==> config.mk <==
export PLATFORM = sky130hd
export DESIGN_NAME = fpcop_regif
export DESIGN_NICKNAME = d
export VERILOG_FILES = /design/src/rtl/fpcop_pkg.sv /design/src/rtl/fpcop_decode.sv /design/src/rtl/fpcop_dispatch.sv /design/src/rtl/fpcop_regif.sv
export SDC_FILE = /design/constraint.sdc
export NUM_CORES = 1
export LEC_CHECK = 0
export BUFFER_PORTS_ARGS = -buffer_cell sky130_fd_sc_hd__buf_2
export CORE_ASPECT_RATIO = 0.5
export CORE_MARGIN = 4
export CORE_UTILIZATION = 55
export DETAILED_ROUTE_END_ITERATION = 7
export PLACE_DENSITY = 0.83
export SLEW_MARGIN = 30
export SYNTH_ARGS = -nofsm -noshare
export SYNTH_HDL_FRONTEND = slang
export SYNTH_SLANG_ARGS = --single-unit
==> constraint.sdc <==
create_clock -name clk -period 4.4 [get_ports clk]
set_input_delay 0.22 -clock clk [delete_from_list [all_inputs] [get_ports clk]]
set_output_delay 0.22 -clock clk [all_outputs]
set_load 0.02 [all_outputs]
==> src/rtl/fpcop_pkg.sv <==
package fpcop_pkg;
  typedef enum logic [2:0] {
    OP_ITOF = 3'd0,
    OP_SQRT = 3'd1,
    OP_ADD  = 3'd2,
    OP_SUB  = 3'd3,
    OP_MUL  = 3'd4,
    OP_DIV  = 3'd5
  } fop_e;

  typedef enum logic [1:0] {
    K_STATUS,
    K_STAGE,
    K_ACC,
    K_OP
  } rkind_e;

  localparam int          EN_BIT  = 1;
  localparam int          SEL_LO  = 8;
  localparam int          SEL_HI  = 10;
  localparam int          FMT_BIT = 12;
  localparam logic [2:0]  MY_SEL  = 3'b001;
endpackage

==> src/rtl/fpcop_decode.sv <==
module fpcop_decode
  import fpcop_pkg::*;
#(
  parameter int AW = 4
) (
  input  logic [AW-1:0] addr,
  output rkind_e        kind,
  output logic [2:0]    code,
  output logic          acc
);
  localparam logic [AW-2:0] OP_BASE = (AW-1)'(2);

  always_comb begin
    logic [AW-2:0] pair;
    pair = addr[AW-1:1];
    acc  = addr[0];
    code = 3'(pair - OP_BASE);
    if (addr == '0)
      kind = K_STATUS;
    else if (addr == AW'(1))
      kind = K_STAGE;
    else if (pair == (AW-1)'(1))
      kind = K_ACC;
    else
      kind = K_OP;
  end
endmodule

==> src/rtl/fpcop_dispatch.sv <==
module fpcop_dispatch #(
  parameter int OPW = 64
) (
  input  logic           clk,
  input  logic           rst,
  input  logic           start,
  input  logic [2:0]     start_code,
  input  logic           start_acc,
  input  logic [OPW-1:0] start_opnd,
  output logic           op_valid,
  input  logic           op_ready,
  output logic [2:0]     op_code,
  output logic           op_acc,
  output logic [OPW-1:0] op_b,
  input  logic           res_valid,
  output logic           wb_en,
  output logic           busy
);
  typedef enum logic [1:0] {S_IDLE, S_REQ, S_WAIT} dstate_e;
  dstate_e state;

  always_ff @(posedge clk) begin
    if (rst) begin
      state   <= S_IDLE;
      op_code <= '0;
      op_acc  <= 1'b0;
      op_b    <= '0;
    end else begin
      case (state)
        S_IDLE: if (start) begin
          state   <= S_REQ;
          op_code <= start_code;
          op_acc  <= start_acc;
          op_b    <= start_opnd;
        end
        S_REQ:  if (op_ready)  state <= S_WAIT;
        S_WAIT: if (res_valid) state <= S_IDLE;
        default: state <= S_IDLE;
      endcase
    end
  end

  assign op_valid = (state == S_REQ);
  assign busy     = (state != S_IDLE);
  assign wb_en    = (state == S_WAIT) && res_valid;

  // request fields hold until the back end takes them
  a_r8_req_stable: assert property (@(posedge clk) disable iff (rst)
    op_valid && !op_ready |=> op_valid && $stable(op_code) && $stable(op_acc) && $stable(op_b));

  // no new operation may arrive while one is in flight
  a_r9_no_start_busy: assert property (@(posedge clk) disable iff (rst)
    busy |-> !start);
endmodule

==> src/rtl/fpcop_regif.sv <==
module fpcop_regif
  import fpcop_pkg::*;
#(
  parameter int DW = 32,
  parameter int AW = 4
) (
  input  logic            clk,
  input  logic            rst,
  input  logic            wr_valid,
  output logic            wr_ready,
  input  logic [AW-1:0]   wr_addr,
  input  logic [DW-1:0]   wr_data,
  input  logic            rd_en,
  input  logic [AW-1:0]   rd_addr,
  output logic [DW-1:0]   rd_data,
  output logic            op_valid,
  input  logic            op_ready,
  output logic [2:0]      op_code,
  output logic            op_acc,
  output logic [2*DW-1:0] op_a,
  output logic [2*DW-1:0] op_b,
  input  logic            res_valid,
  input  logic [2*DW-1:0] res_data
);
  localparam int OPW  = 2 * DW;
  localparam int NACC = 2;

  logic [DW-1:0]            status_q;
  logic [DW-1:0]            stage_q;
  logic [NACC-1:0][OPW-1:0] acc_q;

  rkind_e     wkind, rkind;
  logic [2:0] wcode, rcode_unused;
  logic       wacc, racc;

  fpcop_decode #(.AW(AW)) u_wdec (.addr(wr_addr), .kind(wkind), .code(wcode), .acc(wacc));
  fpcop_decode #(.AW(AW)) u_rdec (.addr(rd_addr), .kind(rkind), .code(rcode_unused), .acc(racc));

  logic gate_open, long_mode;
  assign gate_open = status_q[EN_BIT] && (status_q[SEL_HI:SEL_LO] == MY_SEL);
  assign long_mode = status_q[FMT_BIT];

  logic busy, wb_en, wr_ok, start;
  logic [OPW-1:0] operand;

  assign wr_ready = !busy;
  assign wr_ok    = wr_valid && wr_ready && (wkind == K_STATUS || gate_open);
  assign start    = wr_ok && (wkind == K_OP);
  assign operand  = long_mode ? {wr_data, stage_q} : {{DW{1'b0}}, wr_data};

  fpcop_dispatch #(.OPW(OPW)) u_disp (
    .clk(clk), .rst(rst),
    .start(start), .start_code(wcode), .start_acc(wacc), .start_opnd(operand),
    .op_valid(op_valid), .op_ready(op_ready), .op_code(op_code), .op_acc(op_acc),
    .op_b(op_b), .res_valid(res_valid), .wb_en(wb_en), .busy(busy)
  );

  assign op_a = acc_q[op_acc];

  // read data selection
  logic [DW-1:0] rd_next;
  always_comb begin
    rd_next = '0;
    case (rkind)
      K_STATUS: rd_next = status_q;
      K_STAGE:  if (gate_open) rd_next = stage_q;
      K_ACC:    if (gate_open)
                  rd_next = long_mode ? acc_q[racc][OPW-1:DW] : acc_q[racc][DW-1:0];
      default:  rd_next = '0;
    endcase
  end

  always_ff @(posedge clk) begin
    if (rst) begin
      status_q <= '0;
      stage_q  <= '0;
      rd_data  <= '0;
    end else begin
      if (wr_ok && wkind == K_STATUS) status_q <= wr_data;
      if (rd_en && gate_open && long_mode && rkind == K_ACC)
        stage_q <= acc_q[racc][DW-1:0];
      if (wr_ok && wkind == K_STAGE) stage_q <= wr_data;
      if (rd_en) rd_data <= rd_next;
    end
  end

  for (genvar i = 0; i < NACC; i++) begin : g_acc
    always_ff @(posedge clk) begin
      if (rst)
        acc_q[i] <= '0;
      else if (wb_en && op_acc == 1'(i))
        acc_q[i] <= res_data;
      else if (wr_ok && wkind == K_ACC && wacc == 1'(i))
        acc_q[i] <= operand;
    end
  end

  // host writes are held off while a request is outstanding
  a_r9_hold_writes: assert property (@(posedge clk) disable iff (rst)
    op_valid |-> !wr_ready);

  // operation register numbers read back as zero
  a_r7_hidden_zero: assert property (@(posedge clk) disable iff (rst)
    rd_en && rkind == K_OP |=> rd_data == '0);

  // a new request only follows a cycle in which the enable bit was set
  a_r3_start_needs_enable: assert property (@(posedge clk) disable iff (rst)
    $rose(op_valid) |-> $past(status_q[EN_BIT]));

  // read data holds while no read is requested
  a_r10_rd_hold: assert property (@(posedge clk) disable iff (rst)
    !rd_en |=> $stable(rd_data));
endmodule

==> impl_metrics.tcl, run 1 <==
set metrics [dict create \
    regArea_mm2 0.00589 \
    port_buffers 275 \
    ir_drop_v 0.000269 \
    layout.nets 2094 \
    async_reset_ff_frac 0 \
    htreeDepth 1 \
    power.density_mw_per_mm2 316 \
    drcViolationCount 0 \
    wl_met3_mm 3.46 \
    synth_warnings 0 \
    synth-main-ff-cell "dfxtp_1" \
    gp_congestion 0.874 \
    critPathCaptureType "flop" \
    fmax_ghz 0.342 \
    wl_met2_mm 23.5 \
    syn_area_per_cell_um2 8.10 \
    final_antenna_net_count 0 \
    cts_root_buf "clkbuf_16" \
    wl_per_cell_um 20.4 \
    startpoint_type "flop" \
    synth_edf_count 0 \
    wirelength_mm 48.0 \
    ys_seq_area_frac 0.410 \
    ys_ff_latch 294 \
    tightest_slew_ps 1030 \
    initial_core_util 0.564 \
    outcome "finished, final reports clean" \
    fp.dieW_um 236 \
    drt_iter0_drc 1747 \
    viasPerCell 6.24 \
    die_area_mm2 0.0289 \
    grt_overflow 0 \
    syn-num-nets 1882 \
    hold_viol_final 0 \
    dp.final_hpwl_mm 29.7 \
    drive_gt1_frac 0.213 \
    cts_tree "yes" \
    final.period_utilization 0.665 \
    crit_path_max_fanout 96 \
    met1_length_mm 18.8 \
    instances_no_fill 2349 \
    setup_violations 0 \
    rows 41 \
    antenna_found_initial 1 \
    die_h_um 122 \
    clkLatencyLatePin_ps 550 \
    crit_type "flop to flop" \
    grt_pass1_vias 13700 \
    syn_inst 1771 \
    slew_violations 0 \
    dp.cells 2237 \
    area_delta_synth_final_pct 20.7 \
    finClkSkew_ps 19.3 \
    maxCapViolCount 0 \
    final_common_cell "nand2_1" \
    worstHoldPathCells 3 \
    p_leak_uw 0.00639 \
    cts_resized 0 \
    cts_sinks 294 \
    cts_buffers 27 \
    grt_pass1_wl_mm 74.2 \
    ff2ff_path_depth 6 \
    ioPinCount 276 \
    cts_setup_buffers 0 \
    hold_class "input pin to flop" \
    core_mm2 0.0254 \
    top_layer_used "met4" \
    r2r_slack_ps 1470 \
    grt_max_degree 137 \
    drt_pass1_iterations 6 \
    clk_path_buf_depth 3 \
    fill_cells 2068 \
    rsz0062_at_grt "false" \
    clk_pin_slew_ps 70 \
    layout_common_cells "nand2_1 (356), dfxtp_1 (292), buf_2 (273)" \
    max_slew_margin 0.311 \
    vias 14600 \
    syn_area_mm2 0.0143 \
    ys_types 38 \
    crit_required_ps 4900 \
    fin_tns_setup_ps 0 \
    grt_usage 0.314 \
    multi_input_area_mm2 0.00780 \
    worstPathArrival_ps 3430 \
    period_needed_ps 2930 \
]
-- worst max-delay path: stages, from the launching register on --
cell and delay [ps]:
dfxtp_1 350, nand4bb_1 480, o41ai_4 450, buf_6 660
nor2_1 80, a311oi_1 250, dlygate4sd3_1 570
-- logic make-up (layout without fill, tap and decap cells) --
family          Yosys count  in the layout  share of synthesized area
flops                   294            294                      0.410
fa+ha+maj                 1              1                   0.000872
compound gates          458            458                      0.209
simple gates            642            642                      0.189
buf+inv                 184            415                     0.0515
other cells               0              3                          0
mux                     192            192                      0.140
-- routing by layer --
layer	global-route usage	vias up
met5	0	-
met3	0.0513	174
met1	0.392	6951
met2	0.544	739
met4	0.137	0
li1	-	6783
-- per-stage QoR --
| stage | area [um2] | utilization | power (uW) | hold slack, ps | setup WS (ps) |
|---|---|---|---|---|---|
| after CTS | 17300 | 0.680 | 5460 | 0.138 | 1460 |
| after detailed placement | 15800 | 0.620 | 3000 | 446 | 1510 |
| after global routing | 17300 | 0.680 | 5600 | 5.05 | 1300 |
| after global placement | 15800 | 0.619 | 3000 | 439 | 1610 |
| after floorplan | 14300 | - | 2860 | 316 | 2520 |
| final | 17300 | 0.681 | 5470 | 15.4 | 1470 |
-- cell type report --
cell class | count | area share
inverter | 3 | 0.000650
timing repair buffer | 364 | 0.130
clock inverter | 10 | 0.00744
clock buffer | 38 | 0.0454
sequential | 294 | 0.340
multi-input combinational | 1293 | 0.451
tap | 344 | 0.0249
antenna | 3 | 0.000433
-- Yosys cell counts (2+ instances only) --
library cell,count,area [um2]
and3_1,2,12.5
clkbuf_1,145,544
nor2_1,134,503
a41oi_1,2,17.5
o41ai_4,2,55.1
a22oi_1,33,248
buf_4,4,30.0
mux2_2,64,721
o211ai_1,96,721
nor3b_1,2,15.0
a21oi_1,195,976
nand4bb_1,2,22.5
nand4_1,33,206
buf_2,26,130
a211oi_1,34,255
mux2i_1,128,1280
buf_1,6,22.5
a311oi_1,64,561
dfxtp_1,294,5890
nand3_1,97,485
nand2_1,356,1340
inv_1,3,11.3
o21ai_0,32,160
nor4bb_1,2,20.0
nor2b_1,2,12.5
-- state kept, by name, summed over array words and instances, names as in the netlist --
register	count
stage_q	32
u_disp.state	2
u_disp.op_b	64
u_disp.op_code	3
status_q	32
acc_q	128
u_disp.op_acc	1
rd_data	32
-- path summary, 6_finish.rpt --
check / startpoint / end
max: status_q[10]$_SDFFE_PP0P_ / acc_q[43]$_SDFFE_PP0P_
min reg2reg: u_disp.op_b[60]$_SDFFE_PP0P_ / u_disp.op_b[60]$_SDFFE_PP0P_
min: wr_data[25] / status_q[25]$_SDFFE_PP0P_
max reg2reg: status_q[10]$_SDFFE_PP0P_ / acc_q[43]$_SDFFE_PP0P_
-- report_power, final --
| part | total [uW] | internal [uW] | leakage, uW | switching [uW] |
|---|---|---|---|---|
| clock | 2480 | 1420 | 0.000458 | 1060 |
| sequential | 2670 | 2660 | 0.00237 | 4.42 |
| combinational | 320 | 116 | 0.00357 | 203 |
| total | 5470 | 4200 | 0.00639 | 1270 |
-- repair_timing --
action,CTS,global route
hold buffers,61,0
endpoints found under the setup margin,0,0
endpoints found under the hold margin,122,0
No activity file was read; power rests on OpenSTA's default activity.
==> run 2, diff against run 1 <==
CORE_UTILIZATION = 50   (was 55)
PLACE_DENSITY = 0.8   (was 0.83)
clock period = 2.69 ns   (was 4.4 ns; I/O delays follow)
==> impl_metrics.tcl, run 2 (same netlist as run 1, synthesis figures left out) <==
set metrics [dict create \
    place_area_mm2 0.0161 \
    cts_tree "yes" \
    largest_register_ffs 128 \
    cts_sinks 294 \
    clk_pin_slew_ps 70 \
    crit_type "input pin to flop" \
    area_delta_synth_final_pct 28.1 \
    drt_pass1_iterations 6 \
    hold-path-endpoint "u_disp.state[1]$_SDFFE_PP0P_" \
    grt_max_degree 110 \
    fmax_ghz 0.378 \
    outcome "finished, final reports clean" \
    grt_pass1_wl_mm 79.4 \
    die_h_um 128 \
    htreeDepth 1 \
    final_util 0.657 \
    hold_ws_ps 42.0 \
    top_layer_used "met4" \
    final.period_utilization 0.983 \
    ff2ff_path_depth 6 \
    regMostFlops "acc_q" \
    worstPathArrival_ps 3140 \
    rows 43 \
    rsz0062_at_grt "false" \
    met1_length_mm 19.2 \
    ir_drop_v 0.000436 \
    r2r_slack_ps 60 \
    grt_pass1_vias 14700 \
    hold_class "input pin to flop" \
    vias 15400 \
    fin_tns_setup_ps 0 \
    crit_path_max_fanout 32 \
    gp_congestion 0.829 \
    die_area_mm2 0.0316 \
    ioPinCount 276 \
    wl_per_cell_um 20.9 \
    core_mm2 0.0280 \
    finClkSkew_ps 15.4 \
    fp.dieW_um 248 \
    worstHoldPathCells 4 \
    dp.final_hpwl_mm 31.4 \
    setup_violations 0 \
    layout_common_cells "nand2_1 (356), dfxtp_1 (292), buf_2 (273)" \
    wirelength_mm 51.7 \
    cts_buffers 27 \
    top_regs "acc_q x128, u_disp.op_b x64" \
    period_needed_ps 2640 \
    grt_overflow 0 \
    wl_met2_mm 25.3 \
    tightest_slew_ps 786 \
    regArea_mm2 0.00589 \
    max_slew_margin 0.475 \
    antenna_found_initial 1 \
    r2r-start "u_disp.state[1]$_SDFFE_PP0P_" \
    initial_core_util 0.513 \
    final_common_cell "nand2_1" \
    fin_area_mm2 0.0184 \
    drive_gt1_frac 0.212 \
    final_antenna_net_count 0 \
    multi_input_area_mm2 0.00782 \
    port_buffers 275 \
    drt_iter0_drc 2103 \
    slew_violations 0 \
    startpoint_type "input pin" \
    cts_root_buf "clkbuf_16" \
    layout.nets 2184 \
    hold_start "res_valid" \
    clkLatencyLatePin_ps 550 \
    power.density_mw_per_mm2 491 \
    grt_usage 0.308 \
    fill_cells 2236 \
    crit_required_ps 3180 \
    wl_met3_mm 4.16 \
    r2r-end "acc_q[103]$_SDFFE_PP0P_" \
    p_leak_uw 0.00692 \
    viasPerCell 6.23 \
    critPathCaptureType "flop" \
    clk_path_buf_depth 3 \
    drcViolationCount 0 \
    hold_viol_final 0 \
    total_power_uw 9020 \
    maxCapViolCount 0 \
]
run 2: cell types whose count changed in the layout (fill, tap and decap cells not counted), sizes merged:
cell	before	now
dlygate4sd3	61	133
buf	302	318
clkinvlp	0	1
clkinv	6	3
clkbuf	39	41
diode	3	2
run 2: area by class of cell:
cell class / instances / share of cell area
multi-input combinational: 1293 / 0.426
sequential: 294 / 0.321
timing repair buffer: 454 / 0.177
clock buffer: 38 / 0.0434
tap: 382 / 0.0260
clock inverter: 8 / 0.00674
inverter: 3 / 0.000613
antenna: 2 / 0.000272
run 2: worst max path at each step:
stage / from / endpoint / cells after the start
floorplan: u_disp.state[1]$_SDFFE_PP0P_ / acc_q[14]$_SDFFE_PP0P_ / 7
global placement: status_q[10]$_SDFFE_PP0P_ / acc_q[91]$_SDFFE_PP0P_ / 5
detailed placement: status_q[10]$_SDFFE_PP0P_ / acc_q[92]$_SDFFE_PP0P_ / 5
CTS: status_q[10]$_SDFFE_PP0P_ / acc_q[103]$_SDFFE_PP0P_ / 6
global route: u_disp.state[1]$_SDFFE_PP0P_ / acc_q[103]$_SDFFE_PP0P_ / 6
finish: wr_addr[3] / acc_q[103]$_SDFFE_PP0P_ / 8
run 2: metrics by stage:
stage          setup WS, ps  std cells
6_report               45.4       2474
5_1_grt                22.6       2473
2_1_floorplan           811       1771
3_3_place_gp            579       2289
3_5_place_dp            466       2289
4_1_cts                73.1       2468
run 2: critical path: stages:
cell	delay [ps]
dlygate4sd3_1	550
buf_2	140
or3b_2	540
o41ai_4	380
clkbuf_16	300
nor2_1	100
a311oi_1	380
dlygate4sd3_1	600
run 2: power by group:
group,total (uW),internal [uW],switching (uW)
sequential,4360,4350,4.86
clock,4060,2350,1720
combinational,594,240,354
run 2: metal layers:
metal | vias to the layer above | GRT usage
li1 | 6963 | -
met1 | 7304 | 0.370
met2 | 900 | 0.537
met3 | 244 | 0.0441
met4 | 0 | 0.163
met5 | - | 0
run 2: repair_timing:
action	CTS	global route
hold buffers	133	0
setup buffers	0	2
endpoints found under the hold margin	229	0
endpoints found under the setup margin	0	32
gates resized for setup	0	4
==> run 3, diff against run 2 <==
PLACE_DENSITY = 0.78   (was 0.8)
SKIP_CTS_REPAIR_TIMING = 1   (was unset)
==> impl_metrics.tcl, run 3 (same netlist as run 1, synthesis figures left out) <==
set metrics [dict create \
    startpoint_type "flop" \
    grt_pass1_vias 13200 \
    layout.nets 2155 \
    top_regs "acc_q x128, u_disp.op_b x64" \
    hold_ws_ps -21.6 \
    rows 43 \
    maxCapViolCount 0 \
    viasPerCell 6.09 \
    cts_buffers 27 \
    finClkSkew_ps 8.09 \
    wirelength_mm 50.2 \
    antenna_found_initial 1 \
    critPathCaptureType "flop" \
    regArea_mm2 0.00589 \
    drt_pass1_iterations 6 \
    p_leak_uw 0.00663 \
    fp.dieW_um 248 \
    core_mm2 0.0280 \
    vias 14900 \
    final_common_cell "nand2_1" \
    wl_met2_mm 24.4 \
    grt_usage 0.287 \
    r2r-end "acc_q[55]$_SDFFE_PP0P_" \
    critical_path_buf_inv_count 2 \
    multi_input_area_mm2 0.00780 \
    layout_common_cells "nand2_1 (356), dfxtp_1 (292), buf_2 (273)" \
    port_buffers 275 \
    worstHoldPathCells 3 \
    grt_max_degree 197 \
    clk_path_buf_depth 3 \
    largest_register_ffs 128 \
    dp.cells 2293 \
    fmax_ghz 0.372 \
    r2r-start "u_disp.state[1]$_SDFFE_PP0P_" \
    drive_gt1_frac 0.212 \
    htreeDepth 1 \
    clkLatencyLatePin_ps 550 \
    cts_sinks 294 \
    initial_core_util 0.513 \
    top_layer_used "met5" \
    setup_violations 1 \
    max_slew_margin 0.383 \
    grt_pass1_wl_mm 73.4 \
    crit_required_ps 3190 \
    grt_overflow 0 \
    crit_type "flop to flop" \
    hold_class "input pin to flop" \
    tightest_slew_ps 926 \
    slew_violations 0 \
    hold_start "res_data[27]" \
    path_cells "or3b_4 > o41ai_4 > buf_12 > nor2_1 > a311oi_1 > dlygate4sd3_1" \
    gp_congestion 0.838 \
    area_delta_synth_final_pct 24.7 \
    instances_no_fill 2443 \
    drt_iter0_drc 1833 \
    hold-path-endpoint "acc_q[91]$_SDFFE_PP0P_" \
    ir_drop_v 0.000374 \
    die_h_um 128 \
    crit_path_max_fanout 64 \
    cts_root_buf "clkbuf_16" \
    drcViolationCount 0 \
    worst_slack_ps -1.75 \
    power.density_mw_per_mm2 485 \
    final.period_utilization 1.00 \
    ff2ff_path_depth 6 \
    r2r_slack_ps -2 \
    clk_pin_slew_ps 70 \
    period_needed_ps 2690 \
    hold_viol_final 2 \
    ioPinCount 276 \
    fin_tns_setup_ps -1.75 \
    wl_per_cell_um 20.5 \
    crit_path_max_incr_delay_ps 590 \
    worstPathArrival_ps 3190 \
    crit_family "buffers and inverters" \
    outcome "finished with violations" \
    cts_tree "yes" \
    final_antenna_net_count 0 \
    critPathSlowestCell "dlygate4sd3_1" \
    violations "negative hold slack, negative setup slack" \
    fill_cells 2383 \
    met1_length_mm 20.0 \
    die_area_mm2 0.0316 \
    regMostFlops "acc_q" \
    wl_met3_mm 3.20 \
    dp.final_hpwl_mm 31.4 \
]
-- run 3: cell count changes in the layout (fill, tap and decap cells not counted), moves of 3 or more --
cell / change
buf_4: +5
clkbuf_1: +6
dlygate4sd3_1: -29
bufinv_16: -3
-- run 3: final cells by class --
class                      instances  area share
timing repair buffer             425       0.162
inverter                           3    0.000629
multi-input combinational       1293       0.436
antenna                            1    0.000140
sequential                       294       0.329
clock buffer                      42      0.0443
tap                              382      0.0267
clock inverter                     3    0.000839
-- run 3: worst max path at each step --
stage                                             from                      end  cells after the start
after floorplan           u_disp.state[1]$_SDFFE_PP0P_   acc_q[14]$_SDFFE_PP0P_                      7
after global placement       status_q[10]$_SDFFE_PP0P_  acc_q[121]$_SDFFE_PP0P_                      5
after detailed placement     status_q[10]$_SDFFE_PP0P_   acc_q[58]$_SDFFE_PP0P_                      5
after CTS                   u_disp.op_acc$_SDFFE_PP0P_                  op_a[1]                      3
after global routing         status_q[10]$_SDFFE_PP0P_  acc_q[115]$_SDFFE_PP0P_                      6
final                     u_disp.state[1]$_SDFFE_PP0P_   acc_q[55]$_SDFFE_PP0P_                      6
-- run 3: worst min-delay path, stage by stage --
cell and delay [ps]:
buf_2 100, o211ai_1 100, a21oi_1 150
-- run 3: metrics by stage --
| step | total power [uW] | utilization | hold WS (ps) | cell area [um2] | setup WS (ps) |
|---|---|---|---|---|---|
| floorplan | 4670 | - | 230 | 14300 | 811 |
| global placement | 4920 | 0.573 | 366 | 16000 | 630 |
| detailed placement | 4920 | 0.573 | 366 | 16000 | 509 |
| CTS | 8560 | 0.602 | -215 | 16800 | 384 |
| global route | 8900 | 0.639 | 4.56 | 17900 | -43.0 |
| finish | 8670 | 0.640 | -21.6 | 17900 | -1.75 |
-- run 3: where the power goes --
group,internal (uW),leakage [uW],switching [uW]
logic,238,0.00386,355
registers,4360,0.00237,4.10
clock network,2000,0.000398,1710
total,6600,0.00663,2070
-- run 3: routing by layer --
| metal | track usage | up-vias |
|---|---|---|
| met3 | 0.0364 | 201 |
| li1 | - | 6893 |
| met5 | 0 | - |
| met1 | 0.369 | 7055 |
| met4 | 0.118 | 2 |
| met2 | 0.491 | 732 |
